==> config.mk <==
export PLATFORM = sky130hd
export DESIGN_NAME = rst_supervisor
export DESIGN_NICKNAME = d
export VERILOG_FILES = /design/src/rtl/rsup_pkg.sv /design/src/rtl/rsup_sync.sv /design/src/rtl/rsup_tick.sv /design/src/rtl/rsup_release.sv /design/src/rtl/rsup_watchdog.sv /design/src/rtl/rst_supervisor.sv
export SDC_FILE = /design/constraint.sdc
export NUM_CORES = 1
export LEC_CHECK = 0
export ABC_CLOCK_PERIOD_IN_PS = 1900
export BUFFER_PORTS_ARGS = -buffer_cell sky130_fd_sc_hd__buf_2
export CORE_MARGIN = 2
export CORE_UTILIZATION = 35
export CTS_CLUSTER_SIZE = 30
export DETAILED_ROUTE_END_ITERATION = 12
export PLACE_DENSITY = 0.53
export SLEW_MARGIN = 40
export SYNTH_ARGS = -nofsm -noshare
export SYNTH_HDL_FRONTEND = slang
export SYNTH_SLANG_ARGS = --single-unit
==> constraint.sdc <==
create_clock -name clk -period 1.9 [get_ports clk]
set_input_delay 0.095 -clock clk [delete_from_list [all_inputs] [get_ports clk]]
set_output_delay 0.095 -clock clk [all_outputs]
set_load 0.03 [all_outputs]
==> src/rtl/rsup_pkg.sv <==
package rsup_pkg;

  typedef enum logic {
    HOLD_OFF = 1'b0,
    HOLD_ON  = 1'b1
  } hold_e;

  function automatic int cnt_w(input int n);
    return (n < 2) ? 1 : $clog2(n);
  endfunction

endpackage

==> src/rtl/rsup_sync.sv <==
module rsup_sync #(
  parameter int              WIDTH     = 2,
  parameter int              STAGES    = 2,
  parameter logic [WIDTH-1:0] RESET_VAL = '0
) (
  input  logic             clk,
  input  logic             rst,
  input  logic [WIDTH-1:0] d,
  output logic [WIDTH-1:0] q
);

  logic [WIDTH-1:0] stage_q [STAGES];

  generate
    for (genvar s = 0; s < STAGES; s++) begin : g_stage
      if (s == 0) begin : g_first
        always_ff @(posedge clk) begin
          if (rst) stage_q[0] <= RESET_VAL;
          else     stage_q[0] <= d;
        end
      end else begin : g_next
        always_ff @(posedge clk) begin
          if (rst) stage_q[s] <= RESET_VAL;
          else     stage_q[s] <= stage_q[s-1];
        end
      end
    end
  endgenerate

  assign q = stage_q[STAGES-1];

endmodule

==> src/rtl/rsup_tick.sv <==
module rsup_tick #(
  parameter int CLK_PER_TICK = 125000
) (
  input  logic clk,
  input  logic rst,
  output logic tick
);

  generate
    if (CLK_PER_TICK <= 1) begin : g_every
      always_ff @(posedge clk) begin
        if (rst) tick <= 1'b0;
        else     tick <= 1'b1;
      end
    end else begin : g_div
      localparam int PW = rsup_pkg::cnt_w(CLK_PER_TICK);
      logic [PW-1:0] div_q;

      always_ff @(posedge clk) begin
        if (rst) begin
          div_q <= '0;
          tick  <= 1'b0;
        end else if (div_q == PW'(CLK_PER_TICK - 1)) begin
          div_q <= '0;
          tick  <= 1'b1;
        end else begin
          div_q <= div_q + 1'b1;
          tick  <= 1'b0;
        end
      end

      AST_TICK_SINGLE: assert property (@(posedge clk) disable iff (rst)
        tick |=> !tick);
    end
  endgenerate

endmodule

==> src/rtl/rsup_release.sv <==
module rsup_release
  import rsup_pkg::*;
#(
  parameter int DELAY_TICKS = 200
) (
  input  logic  clk,
  input  logic  rst,
  input  logic  tick,
  input  logic  cond,
  output hold_e state
);

  localparam int DW = cnt_w(DELAY_TICKS);

  logic [DW-1:0] dly_q;

  always_ff @(posedge clk) begin
    if (rst) begin
      state <= HOLD_ON;
      dly_q <= '0;
    end else if (cond) begin
      state <= HOLD_ON;
      dly_q <= '0;
    end else if (state == HOLD_ON && tick) begin
      if (dly_q == DW'(DELAY_TICKS - 1)) begin
        state <= HOLD_OFF;
        dly_q <= '0;
      end else begin
        dly_q <= dly_q + 1'b1;
      end
    end
  end

  AST_COND_HOLDS: assert property (@(posedge clk) disable iff (rst)
    cond |=> (state == HOLD_ON));

  AST_RELEASE_ON_TICK: assert property (@(posedge clk) disable iff (rst)
    $fell(state == HOLD_ON) |-> ($past(tick) && !$past(cond)));

endmodule

==> src/rtl/rsup_watchdog.sv <==
module rsup_watchdog #(
  parameter int TIMEOUT_TICKS = 1600
) (
  input  logic clk,
  input  logic rst,
  input  logic tick,
  input  logic hold,
  input  logic enable,
  input  logic strobe,
  output logic fire
);

  localparam int TW = rsup_pkg::cnt_w(TIMEOUT_TICKS);

  logic [TW-1:0] tmo_q;
  logic          strobe_prev_q;
  logic          edge_seen;

  assign edge_seen = strobe ^ strobe_prev_q;

  always_ff @(posedge clk) begin
    if (rst) begin
      tmo_q         <= '0;
      strobe_prev_q <= 1'b0;
      fire          <= 1'b0;
    end else begin
      strobe_prev_q <= strobe;
      fire          <= 1'b0;
      if (hold || edge_seen) begin
        tmo_q <= '0;
      end else if (enable && tick) begin
        if (tmo_q == TW'(TIMEOUT_TICKS - 1)) begin
          tmo_q <= '0;
          fire  <= 1'b1;
        end else begin
          tmo_q <= tmo_q + 1'b1;
        end
      end
    end
  end

  AST_WD_HELD: assert property (@(posedge clk) disable iff (rst)
    hold |=> (tmo_q == '0));

  AST_WD_EDGE_CLEARS: assert property (@(posedge clk) disable iff (rst)
    edge_seen |=> (tmo_q == '0) && !fire);

  AST_WD_OFF: assert property (@(posedge clk) disable iff (rst)
    (!enable && $past(!enable)) |-> !fire);

  AST_WD_SINGLE: assert property (@(posedge clk) disable iff (rst)
    fire |=> !fire);

endmodule

==> src/rtl/rst_supervisor.sv <==
module rst_supervisor
  import rsup_pkg::*;
#(
  parameter int CLK_PER_TICK  = 125000,
  parameter int DELAY_TICKS   = 200,
  parameter int TIMEOUT_TICKS = 1600,
  parameter int SYNC_STAGES   = 2
) (
  input  logic clk,
  input  logic rst,
  input  logic supply_ok,
  input  logic mr_n,
  input  logic wdi,
  input  logic wdi_enable,
  output logic reset_n,
  output logic reset
);

  logic [1:0] async_in;
  logic [1:0] sync_out;
  logic       mr_n_s;
  logic       wdi_s;
  logic       tick;
  logic       wd_fire;
  logic       cond;
  hold_e      hold_state;

  assign async_in = {wdi, mr_n};

  rsup_sync #(
    .WIDTH     (2),
    .STAGES    (SYNC_STAGES),
    .RESET_VAL (2'b01)
  ) i_sync (
    .clk (clk),
    .rst (rst),
    .d   (async_in),
    .q   (sync_out)
  );

  assign mr_n_s = sync_out[0];
  assign wdi_s  = sync_out[1];

  rsup_tick #(
    .CLK_PER_TICK (CLK_PER_TICK)
  ) i_tick (
    .clk  (clk),
    .rst  (rst),
    .tick (tick)
  );

  rsup_watchdog #(
    .TIMEOUT_TICKS (TIMEOUT_TICKS)
  ) i_wdog (
    .clk    (clk),
    .rst    (rst),
    .tick   (tick),
    .hold   (hold_state == HOLD_ON),
    .enable (wdi_enable),
    .strobe (wdi_s),
    .fire   (wd_fire)
  );

  assign cond = !supply_ok || !mr_n_s || wd_fire;

  rsup_release #(
    .DELAY_TICKS (DELAY_TICKS)
  ) i_release (
    .clk   (clk),
    .rst   (rst),
    .tick  (tick),
    .cond  (cond),
    .state (hold_state)
  );

  always_ff @(posedge clk) begin
    if (rst) begin
      reset_n <= 1'b0;
      reset   <= 1'b1;
    end else begin
      reset_n <= (hold_state == HOLD_OFF);
      reset   <= (hold_state == HOLD_ON);
    end
  end

  AST_COMPLEMENT: assert property (@(posedge clk) disable iff (rst)
    reset == !reset_n);

  AST_SUPPLY_OUT: assert property (@(posedge clk) disable iff (rst)
    (!supply_ok && $past(!supply_ok) && $past(!supply_ok, 2)) |-> !reset_n);

endmodule

Word level (Yosys, flattened, before mapping)
Memories as Yosys holds them, arrays and structs flattened.
Cells that the tools add are included.
Widths: inputs -> output; s select.
{"block": "totals", "regBits": 42, "ram_bits": 4, "inputBits": 6, "output_inout_bits": 2, "memories": 1}
{"memory": "i_sync.stage_q", "words": 2, "word_bits": 2, "read_ports": 2, "rd_clocked_by_memory_dff": 0, "write_ports": 2, "line_no": "rsup_sync.sv:12", "rtl": "logic [WIDTH-1:0] stage_q [STAGES];"}
{"block": "op_classes", "add_sub_neg": 3, "n_eq_ne": 3, "mux": 9, "n_bitwise": 5, "n_reduce_logical": 12}
{"cell": "$add 17x1->17 const B", "n": 1}
{"cell": "$eq 17x17->1 const B", "n": 1}
{"cell": "$add 11x1->11 const B", "n": 1}
{"cell": "$eq 11x11->1 const B", "n": 1}
{"cell": "$mux 11", "n": 1}
{"cell": "$add 8x1->8 const B", "n": 1}
{"cell": "$eq 8x8->1 const B", "n": 1}
{"cell": "$mux 8", "n": 1}
{"cell": "$reduce_or 2->1", "n": 3}
{"cell": "$mux 1", "n": 5}
{"cell": "$mux 2", "n": 2}
{"cell": "$logic_or 1x1->1", "n": 3}
{"cell": "$reduce_or 3->1", "n": 1}
{"cell": "$logic_and 1x1->1", "n": 2}
{"cell": "$logic_not 1->1", "n": 2}
{"cell": "$not 1->1", "n": 2}
{"cell": "$or 1x1->1", "n": 2}
{"cell": "$reduce_and 2->1", "n": 1}
{"cell": "$xor 1x1->1", "n": 1}

Logic depth before layout (Yosys ltp)
Gate-level depths: netlist of the first run.
{"block": "logic_depth", "ltp_word": 4, "depth_mapped": 7, "depth_no_buf": 5}

By module
A second synthesis of the first run with hierarchy kept.
{"block": "hier_totals", "hier_cells": 217, "area_unflattened_um2": 2008.2}
{"module": "rsup_tick", "n_inst": 1, "cells_each": 93, "area_each_um2": 825.8, "seq_area_each_um2": 360.3}
{"module": "rsup_watchdog", "n_inst": 1, "cells_each": 62, "area_each_um2": 593.1, "seq_area_each_um2": 260.2}
{"module": "rsup_release", "n_inst": 1, "cells_each": 49, "area_each_um2": 426.7, "seq_area_each_um2": 180.2}
{"module": "rsup_sync", "n_inst": 1, "cells_each": 8, "area_each_um2": 105.1, "seq_area_each_um2": 80.1}
{"module": "rst_supervisor", "n_inst": 1, "cells_each": 5, "area_each_um2": 57.6, "seq_area_each_um2": 40.0}

Worst setup path after synthesis of the first run
OpenSTA, ideal clock, no wires.
{"block": "synth_timing", "path_type": "reg-to-reg", "startpoint": "register i_wdog.tmo_q[0]", "endpoint": "register i_wdog.tmo_q[10]", "setup_ps": 121, "arrival_ps": 1352, "required_time_ps": 1779, "path_slack_ps": 427, "stages_incl_launch_ff": 6, "n_path_buf": 0, "synth_period_minus_slack_ps": 1473, "path_cell_list": "dfxtp_1 > ha_1 > nand4bb_1 > or4_4 > o21bai_4 > nor2_1"}
{"block": "synth_between", "elab_chain_len": 2}
{"item": "start: declaration", "line_no": "rsup_watchdog.sv:15", "rtl": "logic [TW-1:0] tmo_q;"}
{"item": "start signal: assignment", "line_no": "rsup_watchdog.sv:36", "rtl": "tmo_q <= tmo_q + 1'b1;"}
{"item": "$add 11x1->11 or $eq 11x11->1 (tied branches)", "line_no": "rsup_watchdog.sv:36, rsup_watchdog.sv:32"}
{"item": "$mux 11 *", "line_no": "rsup_watchdog.sv:32", "rtl": "if (tmo_q == TW'(TIMEOUT_TICKS - 1)) begin"}
Mark *: on every way between the ends. The rest lies on a longest branch, timed or not.
A chain may end at the register's enable or synchronous reset.

Worst setup path after layout of the first run
{"block": "layout_timing", "startpoint": "register i_wdog.tmo_q[0]", "endpoint": "register i_wdog.tmo_q[4]"}
The elaborated chain is that of the path after synthesis.

==> results of run 1 <==
-- cells in the mapped netlist --
master	count
dfxtp_1	46
nor2_1	39
nand2_1	16
xnor2_1	16
xor2_1	16
nand4_1	15
nand3_1	12
nor3_1	7
nor4_1	7
and4_1	5
ha_1	4
inv_1	4
a21oi_1	3
and2_1	3
nor2b_1	3
buf_2	2
clkbuf_1	2
nand2b_1	2
nand4bb_1	2
nor4bb_1	2
or2_2	2
a21o_1	1
buf_4	1
nand2_2	1
nand3_2	1
o21bai_4	1
or4_4	1
-- registers in the layout, indices dropped and copies added (netlist names) --
signal / count
i_release.dly_q: 8
i_release.state: 1
i_sync.stage_q: 4
i_tick.g_div.div_q: 17
i_tick.tick: 1
i_wdog.fire: 1
i_wdog.strobe_prev_q: 1
i_wdog.tmo_q: 11
reset: 1
reset_n: 1
-- what timing repair did --
action	CTS	global route
endpoints found under the hold margin	1	0
endpoints found under the setup margin	0	0
hold buffers	1	0
-- through the flow --
step,power (mW),worst slack (ns),utilization,area [sq um],hold WS [ns]
after global placement,1.046,0.3074,0.3780,2056,0.2996
after global routing,1.683,0.07778,0.3957,2152,0.01100
after CTS,1.630,0.2428,0.3957,2152,0.02184
after detailed placement,1.046,0.2585,0.3780,2056,0.3060
final,1.612,0.2487,0.3957,2152,0.02215
after floorplan,1.029,0.4266,-,1948,0.1666
-- cells by family (layout without fill, tap and decap cells) --
group           after synthesis  count (layout)  share of synthesized area
compound gates                5               5                    0.02119
xor+xnor                     32              32                     0.1439
fa+ha+maj                     4               4                    0.02569
buf+inv                       9              21                    0.02055
flops                        46              46                     0.4727
simple gates                118             118                     0.3160
-- cell type report --
class                      instances  area, sq um  area share
clock buffer                       6        72.57     0.03372
clock inverter                     2        13.76    0.006395
inverter                           4        15.01    0.006977
multi-input combinational        159        987.2      0.4587
sequential                        46        920.9      0.4279
tap                               72        90.09     0.04186
timing repair buffer               9        52.55     0.02442
-- routing by layer --
layer / GRT usage / wire length (um)
met1: 0.1590 / 1718
met2: 0.1897 / 1464
met5: 0 / 0
met3: 0.03563 / 118
met4: 0.04912 / 45
-- critical path: cells and delay by family, from the launching register on --
family | cells | cell delay, ns
adder cells (fa/ha/maj) | 1 | 0.23
AND/OR/NAND/NOR | 3 | 0.66
AO/OA/AOI/OAI | 1 | 0.27
flip-flops | 1 | 0.38
-- power by group --
group | switching, mW | total (mW) | internal [mW]
logic | 0.0234 | 0.0421 | 0.0187
clock network | 0.327 | 0.587 | 0.260
registers | 0.00922 | 0.982 | 0.973
total | 0.360 | 1.61 | 1.25
-- worst paths after layout --
path	from	end	cells past startpoint	slack, ns
worst max-delay path	i_wdog.tmo_q[0]$_SDFFE_PP0N_	i_wdog.tmo_q[4]$_SDFFE_PP0N_	5	0.25
worst min-delay path	wdi	i_sync.stage_q[0][1]$_SDFF_PP0_	2	0.02
worst max register to register	i_wdog.tmo_q[0]$_SDFFE_PP0N_	i_wdog.tmo_q[4]$_SDFFE_PP0N_	5	0.25
worst min register to register	i_sync.stage_q[0][0]$_SDFF_PP1_	i_sync.stage_q[1][0]$_SDFF_PP1_	1	0.42
==> impl_metrics.toml, run 1 <==
[status]
status = "finished, final reports clean"

[clock_network]
clk_latency_ns = 0.30
clk_pin_slew_ns = 0.09
cts_buffer_depth = 2
cts_root_buf = "clkbuf_8"
post_cts_resized = 0
tritoncts = "built"
cts.sinks = 46
cts_inserted_buffers = 5
post_cts_buffers = 0
htreeDepth = 2

[grt]
grt_max_degree = 18
grt_pass1_wl_um = 6058
grt.total_usage = 0.1223
grt-ovfl-total = 0
antenna_found_initial = 0
grt_pass1_vias = 1382

[sta]
finalCritPeriodShare = 0.8691
worstMarginPinSlew_ns = 0.4496
slew_violations = 0
fmax_mhz = 605.6
fin_worst_skew_ns = 0.01402
period_minus_slack_ns = 1.651
hold_violations = 0
rsz0062_at_grt = "no"
relSlewSlack = 0.6975
setup_viol = 0
final.setup.tns_ns = 0

[floorplanning]
fp.dieH_um = 78.61
initial_core_util = 0.3582
coreArea_sq_mm = 0.005439
die_x_um = 78.61
rows = 27
ios = 8
fp.dieArea_sq_mm = 0.006179

[placement]
place_congestion = 0.8031
dpl.hpwl_um = 2326
place_inst = 289
numPortBuffers = 7

[finish]
antennaDiodeCount = 0
n_fill_cell = 567
final_nets = 235
final_layout_size_suffix_gt1_frac = 0.09292
syn_to_final_growth_pct = 10.47
final_cell_mix = "dfxtp_1 (46), nor2_1 (39), nand2_1 (16), xor2_1 (16), xnor2_1 (16)"
instances_no_fill = 298
layout_commonest_cell = "dfxtp_1"

[worst_setup_path]
criticalPathCategory = "flop to flop"
crit_chain = "ha_1 > nand4bb_1 > or4_4 > o21bai_4 > nor2_1"
path_max_fanout = 9
cpPeakStageDelay_ns = 0.47
crit_arrival_ns = 1.84
cp_data_required_time_ns = 2.09
slowest_stage = "or4_4"
worstSetupEndpointType = "flop"
worstSetupStartpointType = "flop"

[yosys]
synth_top_area_share = 0.4727
syn_inst = 214
synth_cell_types = 27
ys_top_cells_by_area = "dfxtp_1 (47%), nor2_1 (7.5%), xnor2_1 (7.2%)"
yosysTopAreaCell = "dfxtp_1"
ys_warn_count = 0
netlist_area_sq_mm = 0.001948
syn-num-nets = 224
synth_area_per_cell_sq_um = 9.103
ys_ff_latch = 46
ys_seq_area_frac = 0.4727

[run]
maxCapViolations = 0

[route]
detail_route.iter0.violations = 31
wl_per_cell_um = 11.23
drc = 0
postRouteAntennaNets = 0
wl_um = 3347
vias = 1425
viasPerCell = 4.782
firstDrtPassIters = 6

[power_and_ir_drop]
leakage_nw = 0.6845
p_per_area_mw_per_mm2 = 748.9
ir_drop_mv = 0.3647

[hold_path]
min_path_type = "input port to flop"
No activity file was read; power rests on OpenSTA's default activity.
==> inputs of run 2 (changes only) <==
- ABC_AREA: not set -> 1
- SLEW_MARGIN: 40 -> 0
==> run 2 against run 1 <==
Combinational power fell by 1%. Clock skew is 0.0067 ns lower. Power decreased by 2.2%. Global-route usage rose by 0.68 points. Cell count is 29% higher. Setup slack better by 0.25 ns. Final area grew 6.5%. Largest power group unchanged.
==> impl_metrics.toml, run 2 <==
[placement]
placed_cell_area_sq_mm = 0.002193
dpl.hpwl_um = 2752
numPortBuffers = 7
place_congestion = 0.7851

[route]
wl_um = 3736
viasPerCell = 4.446
vias = 1703
dr_wl_met3_um = 114
drt-met1-wl_um = 1993
firstDrtPassIters = 4
top_layer_used = "met4"
wl_met2_um = 1575
postRouteAntennaNets = 0
drc = 0
wl_per_cell_um = 9.755
detail_route.iter0.violations = 67

[hold_path]
hp-start = "rst"
min_path_type = "input port to flop"
min_path_cells = 2

[sta]
fin_worst_skew_ns = 0.007291
relSlewSlack = 0.7671
slew_violations = 0
hold_violations = 0
rsz0062_at_grt = "no"
final.setup.tns_ns = 0
setup_viol = 0
worstMarginPinSlew_ns = 0.3481
period_minus_slack_ns = 1.404
fmax_mhz = 712.5
finalCritPeriodShare = 0.7387

[worst_setup_path]
worstSetupStartpointType = "flop"
reg2reg_from = "i_wdog.tmo_q[0]$_SDFFE_PP0N_"
path_max_fanout = 4
startpoint = "i_wdog.tmo_q[0]$_SDFFE_PP0N_"
worstSetupEndpointType = "flop"
cp_data_required_time_ns = 2.09
crit_arrival_ns = 1.59
reg2reg_depth = 8
criticalPathCategory = "flop to flop"

[finish]
final_nets = 318
n_fill_cell = 646
final_layout_size_suffix_gt1_frac = 0.07792
reg_top3 = "i_tick.g_div.div_q (17), i_wdog.tmo_q (11), i_release.dly_q (8)"
final_area_sq_mm = 0.002292
syn_to_final_growth_pct = 10.36
final_cell_mix = "nor2_1 (69), nand2_1 (59), dfxtp_1 (46), inv_1 (36), nand3_1 (20)"
regMostFlops = "i_tick.g_div.div_q"
largest_reg_flops = 17
antennaDiodeCount = 0
layout_commonest_cell = "nor2_1"

[power_and_ir_drop]
finalPower_mw = 1.576
ir_drop_mv = 0.3261
p_per_area_mw_per_mm2 = 687.5
leakage_nw = 0.7928

[floorplanning]
die_x_um = 81.04
rows = 28
fp.dieH_um = 81.04
coreArea_sq_mm = 0.005816
initial_core_util = 0.3571
fp.dieArea_sq_mm = 0.006567
ios = 8

[grt]
grt_pass1_vias = 1541
grt_pass1_wl_um = 6693
grt.total_usage = 0.1291
grt_max_degree = 18
grt-ovfl-total = 0
antenna_found_initial = 0

[clock_network]
clk_pin_slew_ns = 0.08
tritoncts = "built"
post_cts_buffers = 0
clk_latency_ns = 0.29
cts_inserted_buffers = 5
cts_buffer_depth = 2
cts.sinks = 46
cts_root_buf = "clkbuf_8"
htreeDepth = 2

[yosys]
ys_seq_area_frac = 0.4434
synth_top_area_share = 0.4434
netlist_area_sq_mm = 0.002077
synthFlopType = "dfxtp_1"
syn_inst = 294
async_flop_share = 0
synth_area_per_cell_sq_um = 7.065
ys_warn_count = 0
yosysTopAreaCell = "dfxtp_1"
syn-num-nets = 304
ys_top_cells_by_area = "dfxtp_1 (44%), nor2_1 (12%), nand2_1 (11%)"
synth-edff-count = 0
yosys-top-cells-count = "nor2_1 (69), nand2_1 (59), dfxtp_1 (46)"
yosysMostFrequentCell = "nor2_1"
ys_ff_latch = 46
synth_cell_types = 24

[run]
maxCapViolations = 0

[status]
status = "finished, final reports clean"
run 2: changes by cell type after synthesis, moves of 3 or more:
cell     delta
and4_1      -5
nor2_1     +30
nand4_1     -6
inv_1      +32
nor2b_1     -3
o21ai_0     +5
xor2_1      -6
xnor2_1    -12
nand2_1    +43
and2_1      -3
nand3_1     +8
nor4_1      -7
nor3_1      -3
a21oi_1     +9
run 2: per-stage QoR:
step                hold WS, ns  utilization  cells  setup WS (ns)
floorplan                0.1988            -    294         0.6805
global placement         0.3058       0.3772    374         0.5413
detailed placement       0.3078       0.3772    374         0.5192
CTS                     0.08741       0.3941    383         0.5033
global route            0.09485       0.3941    383         0.2822
finish                  0.09707       0.3941    383         0.4964
run 2: per-layer routing:
layer,GRT usage,vias up
li1,-,947
met1,0.1717,732
met2,0.2025,18
met3,0.03667,6
met4,0.04068,0
met5,0,-
run 2: power by group:
group	leakage [nW]	switching [mW]	internal [mW]
clock network	0.0438	0.308	0.247
registers	0.372	0.00612	0.973
logic	0.377	0.0248	0.0169
run 2: layout make-up:
type	count	area, sq um	area share
Timing Repair Buffer	9	55.05	0.02402
Clock buffer	5	68.82	0.03002
Sequential cell	46	920.9	0.4017
Tap cell	75	93.84	0.04094
Inverter	38	142.6	0.06223
Clock inverter	2	10.01	0.004367
Multi-Input combinational cell	208	1001	0.4367
run 2: final timing paths:
path                                      to  slack, ns
max             i_wdog.tmo_q[5]$_SDFFE_PP0N_       0.50
min reg2reg  i_sync.stage_q[1][1]$_SDFF_PP0_       0.41
max reg2reg     i_wdog.tmo_q[5]$_SDFFE_PP0N_       0.50
min                       reset_n$_SDFF_PP0_        0.1
run 2: critical path: stages (launching register included):
cell and delay (ns):
dfxtp_1 0.38, ha_1 0.21, nand2_1 0.08, nor2_1 0.17
nand2_1 0.13, nor2_1 0.11, nor2_1 0.07, inv_1 0.10
nor2_1 0.05
run 2: cell families after synthesis:
family,count (synthesis),synth area share
AO/OA/AOI/OAI,20,0.05060
XOR/XNOR,14,0.05903
buffers and inverters,40,0.07470
flip-flops,46,0.4434
AND/OR/NAND/NOR,170,0.3482
adder cells (fa/ha/maj),4,0.02410
run 2: what timing repair did:
action	in CTS	in global routing
resized for setup	0	0
endpoints found under the hold margin	2	0
hold buffers	2	0
==> inputs of run 3 (changes only) <==
- ABC_AREA: 1 -> 0
- ABC_CLOCK_PERIOD_IN_PS: 1900 -> 1400
- clock period: 1.9 -> 1.4 ns (I/O delays scaled with it)
==> run 3 against run 2 <==
The run now ends with negative setup slack left. Sequential share of layout area fell by 5.1 points. Cell count fell by 15%. Hold slack got worse by 0.062 ns. First-iteration DRC count rose by 4.5%. Register-to-register slack got worse by 0.55 ns. Routed wire length rose by 6.9%. Final area rose by 17%. Utilization rose by 9.9 points.
==> impl_metrics.toml, run 3 (synthesis gave the netlist of run 1 again) <==
[power_and_ir_drop]
seqPwrFrac = 0.580
leakage_nw = 0.8703
p_switching_uw = 550.4
combPwrFrac = 0.051
switching_share = 0.2403
ir_drop_mv = 0.3493
pwr-share-clk = 0.369
p_int_mw = 1.740
p_per_area_mw_per_mm2 = 854.2

[clock_network]
htreeDepth = 2
tritoncts = "built"
cts_inserted_buffers = 5
cts_buffer_depth = 2
cts.sinks = 46
clk_latency_ns = 0.30
cts_root_buf = "clkbuf_8"
clk_pin_slew_ns = 0.10

[grt]
grt_pass1_wl_um = 6437
grt.total_usage = 0.1314
grt_pass1_vias = 1477
antenna_found_initial = 0
grt-ovfl-total = 0
grt_max_degree = 18

[placement]
numPortBuffers = 7
placed_cell_area_sq_mm = 0.002262
place_congestion = 0.8531
dpl.hpwl_um = 2600
place_inst = 312

[sta]
finalCritPeriodShare = 1.037
relSlewSlack = 0.7766
slew_violations = 0
rsz0062_at_grt = "yes"
setup_viol = 28
fin_ws_ns = -0.05141
hold_violations = 0
worstMarginPinSlew_ns = 0.3320
period_minus_slack_ns = 1.451
final.setup.tns_ns = -0.6422
fin_worst_skew_ns = 0.01255
fmax_mhz = 689.0

[worst_setup_path]
crit_chain = "ha_4 > nand4bb_1 > or4_4 > o21bai_4 > nor2_1"
path_max_fanout = 5
cpPeakStageDelay_ns = 0.48
cp_data_required_time_ns = 1.59
cp_top_family = "simple AND/OR/NAND/NOR gates"
worstSetupEndpointType = "flop"
slowest_stage = "or4_4"
worstSetupStartpointType = "flop"
cp_num_buf_inv = 0
crit_arrival_ns = 1.64
criticalPathCategory = "flop to flop"

[finish]
final_util = 0.4930
final_area_sq_mm = 0.002681
antennaDiodeCount = 0
instances_no_fill = 326
final_nets = 263
largest_reg_flops = 17
n_fill_cell = 514
regMostFlops = "i_tick.g_div.div_q"
reg_top3 = "i_tick.g_div.div_q (17), i_wdog.tmo_q (11), i_release.dly_q (8)"
layout_commonest_cell = "dfxtp_1"
final_layout_size_suffix_gt1_frac = 0.3858
syn_to_final_growth_pct = 37.64
final_cell_mix = "dfxtp_1 (32), nor2_1 (24), buf_4 (23)"

[route]
wl_per_cell_um = 12.25
postRouteAntennaNets = 0
detail_route.iter0.violations = 70
wl_um = 3994
viasPerCell = 4.816
vias = 1570
firstDrtPassIters = 4
drc = 0

[floorplanning]
rows = 27
coreArea_sq_mm = 0.005439
fp.dieH_um = 78.61
initial_core_util = 0.3582
ios = 8
fp.dieArea_sq_mm = 0.006179
die_x_um = 78.61

[status]
status = "finished with violations"
violations = "negative setup slack"

[hold_path]
min_path_type = "input port to flop"

[run]
maxCapViolations = 0
[run 3: cell count changes in the layout (fill, tap and decap cells not counted), moves of 6 or more]
cell     change
a21oi_1     -11
buf_4       +23
dfxtp_1     -14
dfxtp_2     +13
inv_1       -32
nand2_1     -44
nand3_1      -9
nand4_1      +6
nor2_1      -45
nor2_4       +8
xnor2_1     +11
[run 3: worst paths after layout]
check                                  start  slack (ns)                              end  depth (start not counted)
max reg2reg     i_wdog.tmo_q[0]$_SDFFE_PP0N_       -0.05     i_wdog.tmo_q[7]$_SDFFE_PP0N_                          5
max             i_wdog.tmo_q[0]$_SDFFE_PP0N_       -0.05     i_wdog.tmo_q[7]$_SDFFE_PP0N_                          5
min                                      rst        0.04  i_sync.stage_q[0][1]$_SDFF_PP0_                          2
min reg2reg  i_sync.stage_q[0][0]$_SDFF_PP1_        0.42  i_sync.stage_q[1][0]$_SDFF_PP1_                          1
[run 3: timing repair]
action | CTS | global route
hold buffers | 2 | 0
endpoints found under the hold margin | 2 | 0
endpoints found under the setup margin | 11 | 34
pin swaps | 6 | 21
gates cloned | 1 | 2
resized for setup | 1 | 58
setup buffers | 0 | 2
[run 3: metrics by stage]
| step | hold slack [ns] | worst slack, ns | power, mW |
|---|---|---|---|
| finish | 0.03527 | -0.05141 | 2.290 |
| floorplan | 0.1416 | -0.01395 | 1.400 |
| detailed placement | 0.2755 | -0.06628 | 1.440 |
| global route | 0.03945 | -0.1138 | 2.384 |
| CTS | 0.02281 | -0.06993 | 2.299 |
| global placement | 0.2722 | -0.04093 | 1.440 |
[run 3: area by class of cell]
class,instances,area (sq um),area share
inverters,4,15.01,0.005600
clock buffers,5,68.82,0.02566
repair buffers,36,309.0,0.1153
flip-flops and latches,46,940.9,0.3509
clock inverters,3,23.77,0.008866
well taps,72,90.09,0.03360
multi-input cells,160,1234,0.4601
[run 3: power by group through the flow]
stage / Sequential, mW / Clock, mW / Combinational [mW]
4_1_cts: 1.33 / 0.884 / 0.0869
6_report: 1.33 / 0.844 / 0.118
3_3_place_gp: 1.36 / 0 / 0.0822
2_1_floorplan: 1.36 / 0 / 0.0387
3_5_place_dp: 1.36 / 0 / 0.0822
5_1_grt: 1.33 / 0.924 / 0.130
[run 3: per-layer routing]
metal  up-vias  part of all wire  track usage
met2        13              0.49       0.2197
met5         -                 0            0
li1        807                 -            -
met4         0             0.012      0.05789
met1       746              0.47       0.1615
met3         4             0.022      0.02874
